## src/rtl/i2cmem_pkg.sv

```systemverilog
package i2cmem_pkg;

  typedef enum logic [3:0] {
    ST_IDLE,
    ST_DEV,
    ST_DEV_ACK,
    ST_PTR,
    ST_PTR_ACK,
    ST_WR,
    ST_WR_ACK,
    ST_RD,
    ST_RD_ACK
  } i2cmem_state_e;

endpackage

```

## src/rtl/i2cmem_sync.sv

```systemverilog
module i2cmem_sync #(
  parameter int STAGES = 2
) (
  input  logic clk,
  input  logic rst_n,
  input  logic scl_i,
  input  logic sda_i,
  output logic scl_s,
  output logic sda_s,
  output logic scl_rise,
  output logic scl_fall,
  output logic start_det,
  output logic stop_det
);

  logic [STAGES-1:0] scl_q, sda_q;
  logic              scl_d, sda_d;

  genvar g;
  generate
    for (g = 0; g < STAGES; g++) begin : g_stage
      always_ff @(posedge clk or negedge rst_n) begin
        if (!rst_n) begin
          scl_q[g] <= 1'b1;
          sda_q[g] <= 1'b1;
        end else if (g == 0) begin
          scl_q[g] <= scl_i;
          sda_q[g] <= sda_i;
        end else begin
          scl_q[g] <= scl_q[(g == 0) ? 0 : g-1];
          sda_q[g] <= sda_q[(g == 0) ? 0 : g-1];
        end
      end
    end
  endgenerate

  assign scl_s = scl_q[STAGES-1];
  assign sda_s = sda_q[STAGES-1];

  always_ff @(posedge clk or negedge rst_n) begin
    if (!rst_n) begin
      scl_d <= 1'b1;
      sda_d <= 1'b1;
    end else begin
      scl_d <= scl_s;
      sda_d <= sda_s;
    end
  end

  assign scl_rise  = scl_s & ~scl_d;
  assign scl_fall  = ~scl_s & scl_d;
  assign start_det = scl_s & scl_d & sda_d & ~sda_s;
  assign stop_det  = scl_s & scl_d & ~sda_d & sda_s;

endmodule

```

## src/rtl/i2cmem_regfile.sv

```systemverilog
module i2cmem_regfile #(
  parameter int AW = 8,
  parameter int DW = 8
) (
  input  logic          clk,
  input  logic          rst_n,
  input  logic          we,
  input  logic [AW-1:0] waddr,
  input  logic [DW-1:0] wdata,
  input  logic [AW-1:0] raddr,
  output logic [DW-1:0] rdata
);

  localparam int DEPTH = 1 << AW;

  logic [DW-1:0] mem [DEPTH];

  always_ff @(posedge clk or negedge rst_n) begin
    if (!rst_n) begin
      for (int i = 0; i < DEPTH; i++) mem[i] <= '0;
      rdata <= '0;
    end else begin
      if (we) mem[waddr] <= wdata;
      rdata <= mem[raddr];
    end
  end

endmodule

```

## src/rtl/i2cmem_ctrl.sv

```systemverilog
module i2cmem_ctrl
  import i2cmem_pkg::*;
#(
  parameter int               AW       = 8,
  parameter int               DW       = 8,
  parameter int               STRAP_W  = 3,
  parameter int               PREFIX_W = 4,
  parameter logic [PREFIX_W-1:0] PREFIX = 4'b1010
) (
  input  logic               clk,
  input  logic               rst_n,
  input  logic               scl_rise,
  input  logic               scl_fall,
  input  logic               sda_s,
  input  logic               start_det,
  input  logic               stop_det,
  input  logic [STRAP_W-1:0] strap,
  input  logic [DW-1:0]      rd_data,
  output logic [AW-1:0]      ptr,
  output logic               we,
  output logic [AW-1:0]      wr_addr,
  output logic [DW-1:0]      wr_data,
  output logic               sda_oe
);

  localparam int                DEV_W = PREFIX_W + STRAP_W;
  localparam int                CNT_W = $clog2(DW + 1);
  localparam logic [CNT_W-1:0]  FULL  = CNT_W'(DW);

  i2cmem_state_e    st;
  logic [DW-1:0]    sh, tx;
  logic [CNT_W-1:0] cnt;
  logic             rw, mack;
  logic             match;

  assign match = (sh[DW-1 -: DEV_W] == {PREFIX, strap});

  always_ff @(posedge clk or negedge rst_n) begin
    if (!rst_n) begin
      st      <= ST_IDLE;
      sh      <= '0;
      tx      <= '0;
      cnt     <= '0;
      rw      <= 1'b0;
      mack    <= 1'b0;
      ptr     <= '0;
      we      <= 1'b0;
      wr_addr <= '0;
      wr_data <= '0;
      sda_oe  <= 1'b0;
    end else begin
      we <= 1'b0;
      if (stop_det) begin
        st     <= ST_IDLE;
        sda_oe <= 1'b0;
      end else if (start_det) begin
        st     <= ST_DEV;
        cnt    <= '0;
        sda_oe <= 1'b0;
      end else if (scl_rise) begin
        unique case (st)
          ST_DEV, ST_PTR, ST_WR: begin
            sh  <= {sh[DW-2:0], sda_s};
            cnt <= cnt + 1'b1;
          end
          ST_RD:     cnt  <= cnt + 1'b1;
          ST_RD_ACK: mack <= ~sda_s;
          default: ;
        endcase
      end else if (scl_fall) begin
        unique case (st)
          ST_DEV: if (cnt == FULL) begin
            if (match) begin
              st     <= ST_DEV_ACK;
              sda_oe <= 1'b1;
              rw     <= sh[0];
            end else begin
              st <= ST_IDLE;
            end
          end
          ST_DEV_ACK: begin
            cnt <= '0;
            if (rw) begin
              tx     <= rd_data;
              sda_oe <= ~rd_data[DW-1];
              st     <= ST_RD;
            end else begin
              sda_oe <= 1'b0;
              st     <= ST_PTR;
            end
          end
          ST_PTR: if (cnt == FULL) begin
            ptr    <= sh[AW-1:0];
            sda_oe <= 1'b1;
            st     <= ST_PTR_ACK;
          end
          ST_WR: if (cnt == FULL) begin
            we      <= 1'b1;
            wr_addr <= ptr;
            wr_data <= sh;
            ptr     <= ptr + 1'b1;
            sda_oe  <= 1'b1;
            st      <= ST_WR_ACK;
          end
          ST_PTR_ACK, ST_WR_ACK: begin
            sda_oe <= 1'b0;
            cnt    <= '0;
            st     <= ST_WR;
          end
          ST_RD: begin
            if (cnt == FULL) begin
              sda_oe <= 1'b0;
              ptr    <= ptr + 1'b1;
              st     <= ST_RD_ACK;
            end else begin
              tx     <= {tx[DW-2:0], 1'b0};
              sda_oe <= ~tx[DW-2];
            end
          end
          ST_RD_ACK: begin
            if (mack) begin
              tx     <= rd_data;
              sda_oe <= ~rd_data[DW-1];
              cnt    <= '0;
              st     <= ST_RD;
            end else begin
              st <= ST_IDLE;
            end
          end
          default: ;
        endcase
      end
    end
  end

endmodule

```

## src/rtl/i2cmem_slave.sv

```systemverilog
module i2cmem_slave #(
  parameter int                  AW          = 8,
  parameter int                  DW          = 8,
  parameter int                  STRAP_W     = 3,
  parameter int                  PREFIX_W    = 4,
  parameter logic [PREFIX_W-1:0] PREFIX      = 4'b1010,
  parameter int                  SYNC_STAGES = 2
) (
  input  logic               clk,
  input  logic               rst_n,
  input  logic               scl_i,
  input  logic               sda_i,
  input  logic [STRAP_W-1:0] strap_i,
  output logic               sda_oe_o
);

  logic          scl_s, sda_s, scl_rise, scl_fall, start_det, stop_det;
  logic [AW-1:0] ptr, wr_addr;
  logic [DW-1:0] wr_data, rd_data;
  logic          we;

  i2cmem_sync #(.STAGES(SYNC_STAGES)) u_sync (
    .clk       (clk),
    .rst_n     (rst_n),
    .scl_i     (scl_i),
    .sda_i     (sda_i),
    .scl_s     (scl_s),
    .sda_s     (sda_s),
    .scl_rise  (scl_rise),
    .scl_fall  (scl_fall),
    .start_det (start_det),
    .stop_det  (stop_det)
  );

  i2cmem_ctrl #(
    .AW(AW), .DW(DW), .STRAP_W(STRAP_W), .PREFIX_W(PREFIX_W), .PREFIX(PREFIX)
  ) u_ctrl (
    .clk       (clk),
    .rst_n     (rst_n),
    .scl_rise  (scl_rise),
    .scl_fall  (scl_fall),
    .sda_s     (sda_s),
    .start_det (start_det),
    .stop_det  (stop_det),
    .strap     (strap_i),
    .rd_data   (rd_data),
    .ptr       (ptr),
    .we        (we),
    .wr_addr   (wr_addr),
    .wr_data   (wr_data),
    .sda_oe    (sda_oe_o)
  );

  i2cmem_regfile #(.AW(AW), .DW(DW)) u_mem (
    .clk   (clk),
    .rst_n (rst_n),
    .we    (we),
    .waddr (wr_addr),
    .wdata (wr_data),
    .raddr (ptr),
    .rdata (rd_data)
  );

endmodule

```

## config.mk

```make
export PLATFORM = sky130hd
export DESIGN_NAME = i2cmem_slave
export DESIGN_NICKNAME = d
export VERILOG_FILES = /design/src/rtl/i2cmem_pkg.sv /design/src/rtl/i2cmem_sync.sv /design/src/rtl/i2cmem_regfile.sv /design/src/rtl/i2cmem_ctrl.sv /design/src/rtl/i2cmem_slave.sv
export SDC_FILE = /design/constraint.sdc
export NUM_CORES = 2
export LEC_CHECK = 0
export BUFFER_PORTS_ARGS = -buffer_cell sky130_fd_sc_hd__buf_2
export CORE_MARGIN = 2
export CORE_UTILIZATION = 55
export CTS_CLUSTER_DIAMETER = 80
export DETAILED_ROUTE_END_ITERATION = 6
export PLACE_DENSITY = 0.7
export SETUP_SLACK_MARGIN = 0.1
export SYNTH_ARGS = -nofsm -noshare
export SYNTH_HDL_FRONTEND = slang
export SYNTH_SLANG_ARGS = --single-unit
```

## constraint.sdc

```tcl
create_clock -name clk -period 2.8 [get_ports clk]
set_input_delay 0 -clock clk [delete_from_list [all_inputs] [get_ports clk]]
set_output_delay 0 -clock clk [all_outputs]
set_load 0.03 [all_outputs]
```

==> impl_metrics.toml <==
[run_status]
run_status = "finished with violations"
violations = "negative setup slack"

[cts]
cts-root-to-sink-buffers = 3
clkSinkCount = 2113
clk-insertion-delay-late_ps = 870
numCtsBuffers = 214
path_clk_slew_ps = 60
cts_max_level = 4
cts_tree = "built"
clock_tree_root_driver_cell = "sky130_fd_sc_hd__clkbuf_16"

[setup_path]
crit_path_start_kind = "flop"
worst-setup-path-type = "reg -> reg"
worstPathMaxFanout = 7
critical_path_arrival_ps = 3640
critPathRequiredTime_ps = 3540
timing.critical_path.cells = "buf_12 > buf_12 > buf_6 > buf_4 > mux4_2 > a221oi_1 > a21oi_2 > o31ai_2 > o32ai_2"
cp_slowest_cell = "sky130_fd_sc_hd__mux4_2"
kind_of_cell_with_the_highest_combined_delay_on_the_critical_path = "compound AO/OA/AOI/OAI gates"
cpMostUsedCell = "sky130_fd_sc_hd__buf_12"
timing.critical_path.slowest_cell_delay_ps = 510
worst_setup_path_end_kind = "flop"
worstPathBufferInverterCount = 4

[routing]
wire_per_inst_um = 30.2
vias = 60000
drt.antenna.violating_nets = 0
drc_errors = 0
detail_route.iter0.violations = 5932
routed_wl_um = 280000
drt_pre_antenna_iters = 6
route.detailed.vias_per_inst = 6.47

[floorplanning]
placementRows = 154
fp.dieH_um = 424
ios = 8
design.die.area_um2 = 180000
core_um2 = 176000
start_util = 0.552
floorplan.die.width_um = 424

[logic_synthesis]
yosysUniqueCellTypes = 82
synthesis.instances = 6327
yosys_warnings = 0
synthesis.area_um2 = 97000
synth.yosys.seq_area_share = 0.545
synthArstFlopShare = 1.00
synth_seq_cells = 2113
post_synth_edffs = 0
syn-num-nets = 6337
synthFlopType = "sky130_fd_sc_hd__dfrtp_1"
syn_avg_cell_area_um2 = 15.3

[grt]
overflow = 0
pin_count_of_the_biggest_net_entering_global_routing = 169
antenna_violations_before_repair = 9
grt_pass1_vias = 62100
grt_util_all_layers = 0.315
global_route_wire_length_before_repair_um = 419000

[sta]
timing.final.setup_violations = 8
finalCriticalPeriod_ps = 2900
slew_at_the_pin_closest_to_its_max_slew_limit_ps = 1120
max_freq_ghz = 0.345
maxSlewHeadroom = 0.253
fin_worst_skew_ps = 36.6
post-route-period-util = 1.04
slew_viol_final = 0
final.setup.worst_slack_ps = -100
grt_setup_unrepaired = "true"
final_hold_vios = 0

[pwr]
power.net_switching_mw = 13.2
cell_internal_pwr_mw = 47.8
clockPowerShare = 0.478
swShare = 0.216
vdd.ir_drop.worst_mv = 0.561
share_seq_of_total_power = 0.504
power.static_leakage_nw = 54.1
power_per_cell_area_nw_per_um2 = 539
power.share.combinational = 0.017

[final_layout]
final_nets = 6771
post-route-util = 0.644
fillCellCount = 12600
post_route_cells_drive_above_1_share = 0.535
final-instance-count-excl-fill = 9280
layout.cells.most_common_list = "sky130_fd_sc_hd__dfrtp_1, sky130_fd_sc_hd__mux2_2, sky130_fd_sc_hd__buf_4, sky130_fd_sc_hd__mux4_2, sky130_fd_sc_hd__nand2_1"
area.growth.synth_to_final_pct = 16.6
mostFrequentLayoutCell = "sky130_fd_sc_hd__dfrtp_1"

[place]
io_buffers = 7
place.gp.congestion = 0.900
dp_hpwl_um = 184000
place.detailed.instances = 8817
place_worst_setup_slack_ps = -895

[run]
cap_violations = 0

[worst_hold_path]
timing.hold.worst.class = "in -> reg"
## cells by family after synthesis
kind of cell,share of synthesized area
flops,0.545
compound gates,0.0310
buf+inv,0.0282
mux,0.369
xor+xnor,0.000632
simple gates,0.0253
fa+ha+maj,0.000387
## metrics by stage
step / area (µm²) / hold WS [ps] / setup TNS (ps) / total power [mW]
finish: 113000 / 103 / -595 / 61.0
global route: 113000 / 182 / -1020 / 62.8
CTS: 112000 / 27.6 / -359 / 61.3
detailed placement: 104000 / -76.9 / -4560 / 32.4
global placement: 104000 / -77.5 / -4440 / 32.3
floorplan: 97000 / -296 / 0 / 31.5
## registers in the layout, indices dropped and copies added, names as in the netlist
signal and flops:
u_ctrl.sda_oe 1, u_ctrl.mack 1, u_sync.scl_s 1, u_mem.mem 2048, u_mem.rdata 8, u_ctrl.ptr 8, u_sync.sda_q 1, u_ctrl.rw 1
u_ctrl.we 1, u_sync.scl_d 1, u_ctrl.tx 7, u_ctrl.wr_addr 8, u_ctrl.wr_data 8, u_sync.sda_d 1, u_sync.sda_s 1, u_sync.scl_q 1
u_ctrl.cnt 4, u_ctrl.sh 8, u_ctrl.st 4
## cell usage after synthesis, drive strengths merged, types with 23 or more instances
| library cell | instances | area (µm²) |
|---|---|---|
| clkbuf | 310 | 1200 |
| a21oi | 82 | 410 |
| dfrtp | 2107 | 52700 |
| mux2i | 210 | 2100 |
| nor3 | 28 | 190 |
| a22o | 23 | 201 |
| nor2 | 63 | 236 |
| o22ai | 27 | 169 |
| mux4 | 444 | 10200 |
| nand3 | 24 | 120 |
| o21ai | 37 | 185 |
| mux2 | 2086 | 23500 |
| a221oi | 53 | 477 |
| a22oi | 66 | 495 |
| nand2 | 317 | 1190 |
| a211oi | 27 | 203 |
| o221ai | 23 | 201 |
| buf | 186 | 1470 |
| and2 | 23 | 144 |
## routing by layer
metal	wire [µm]	global-route usage
met1	117000	0.445
met2	128000	0.474
met3	21600	0.0657
met4	13300	0.139
met5	21	0
## layout make-up
| class | count | area [µm²] | share of cell area |
|---|---|---|---|
| flip-flops and latches | 2113 | 52900 | 0.468 |
| multi-input cells | 3702 | 42300 | 0.374 |
| repair buffers | 716 | 7640 | 0.0675 |
| clock buffers | 326 | 6390 | 0.0565 |
| well taps | 2340 | 2930 | 0.0259 |
| clock inverters | 65 | 823 | 0.00728 |
| inverters | 14 | 55.1 | 0.000487 |
| diodes | 4 | 10.0 | 0.0000885 |
## worst reg2reg max path, cell delays in order (launching register included)
cell and delay, ps:
sky130_fd_sc_hd__dfrtp_4 460, sky130_fd_sc_hd__buf_12 180, sky130_fd_sc_hd__buf_12 190, sky130_fd_sc_hd__buf_6 160, sky130_fd_sc_hd__buf_4 200, sky130_fd_sc_hd__mux4_2 520
sky130_fd_sc_hd__a221oi_1 410, sky130_fd_sc_hd__a21oi_2 200, sky130_fd_sc_hd__o31ai_2 330, sky130_fd_sc_hd__o32ai_2 120
## worst paths after layout
check / to / cells after the start / from / slack, ps
max reg2reg: u_mem.rdata[1] / 9 / u_ctrl.ptr[0] / -100
min: u_ctrl.st[1] / 8 / strap_i[2] / 100
max in group asynchronous: u_mem.mem[942] / 6 / rst_n / 1340
min reg2reg: u_sync.scl_s / 0 / u_sync.scl_q[0] / 360
max: u_mem.rdata[1] / 9 / u_ctrl.ptr[0] / -100
min in group asynchronous: u_mem.mem[1433] / 4 / rst_n / 400
## power by group through the flow
stage	Combinational, mW	Clock (mW)	Sequential, mW
detailed placement	1.06	0	31.3
CTS	1.08	29.5	30.7
global placement	1.03	0	31.3
global route	1.22	30.9	30.7
finish	1.06	29.1	30.8
floorplan	0.237	0	31.3
## timing repair
action,4_1_cts,5_1_grt
gates resized for setup,152,84
endpoints found under the hold margin,2111,0
cloned,5,2
setup endpoints to repair,8,64
buffers inserted,31,21
hold buffers,9,0
pin swaps,22,32
No activity file was read; power rests on OpenSTA's default activity.
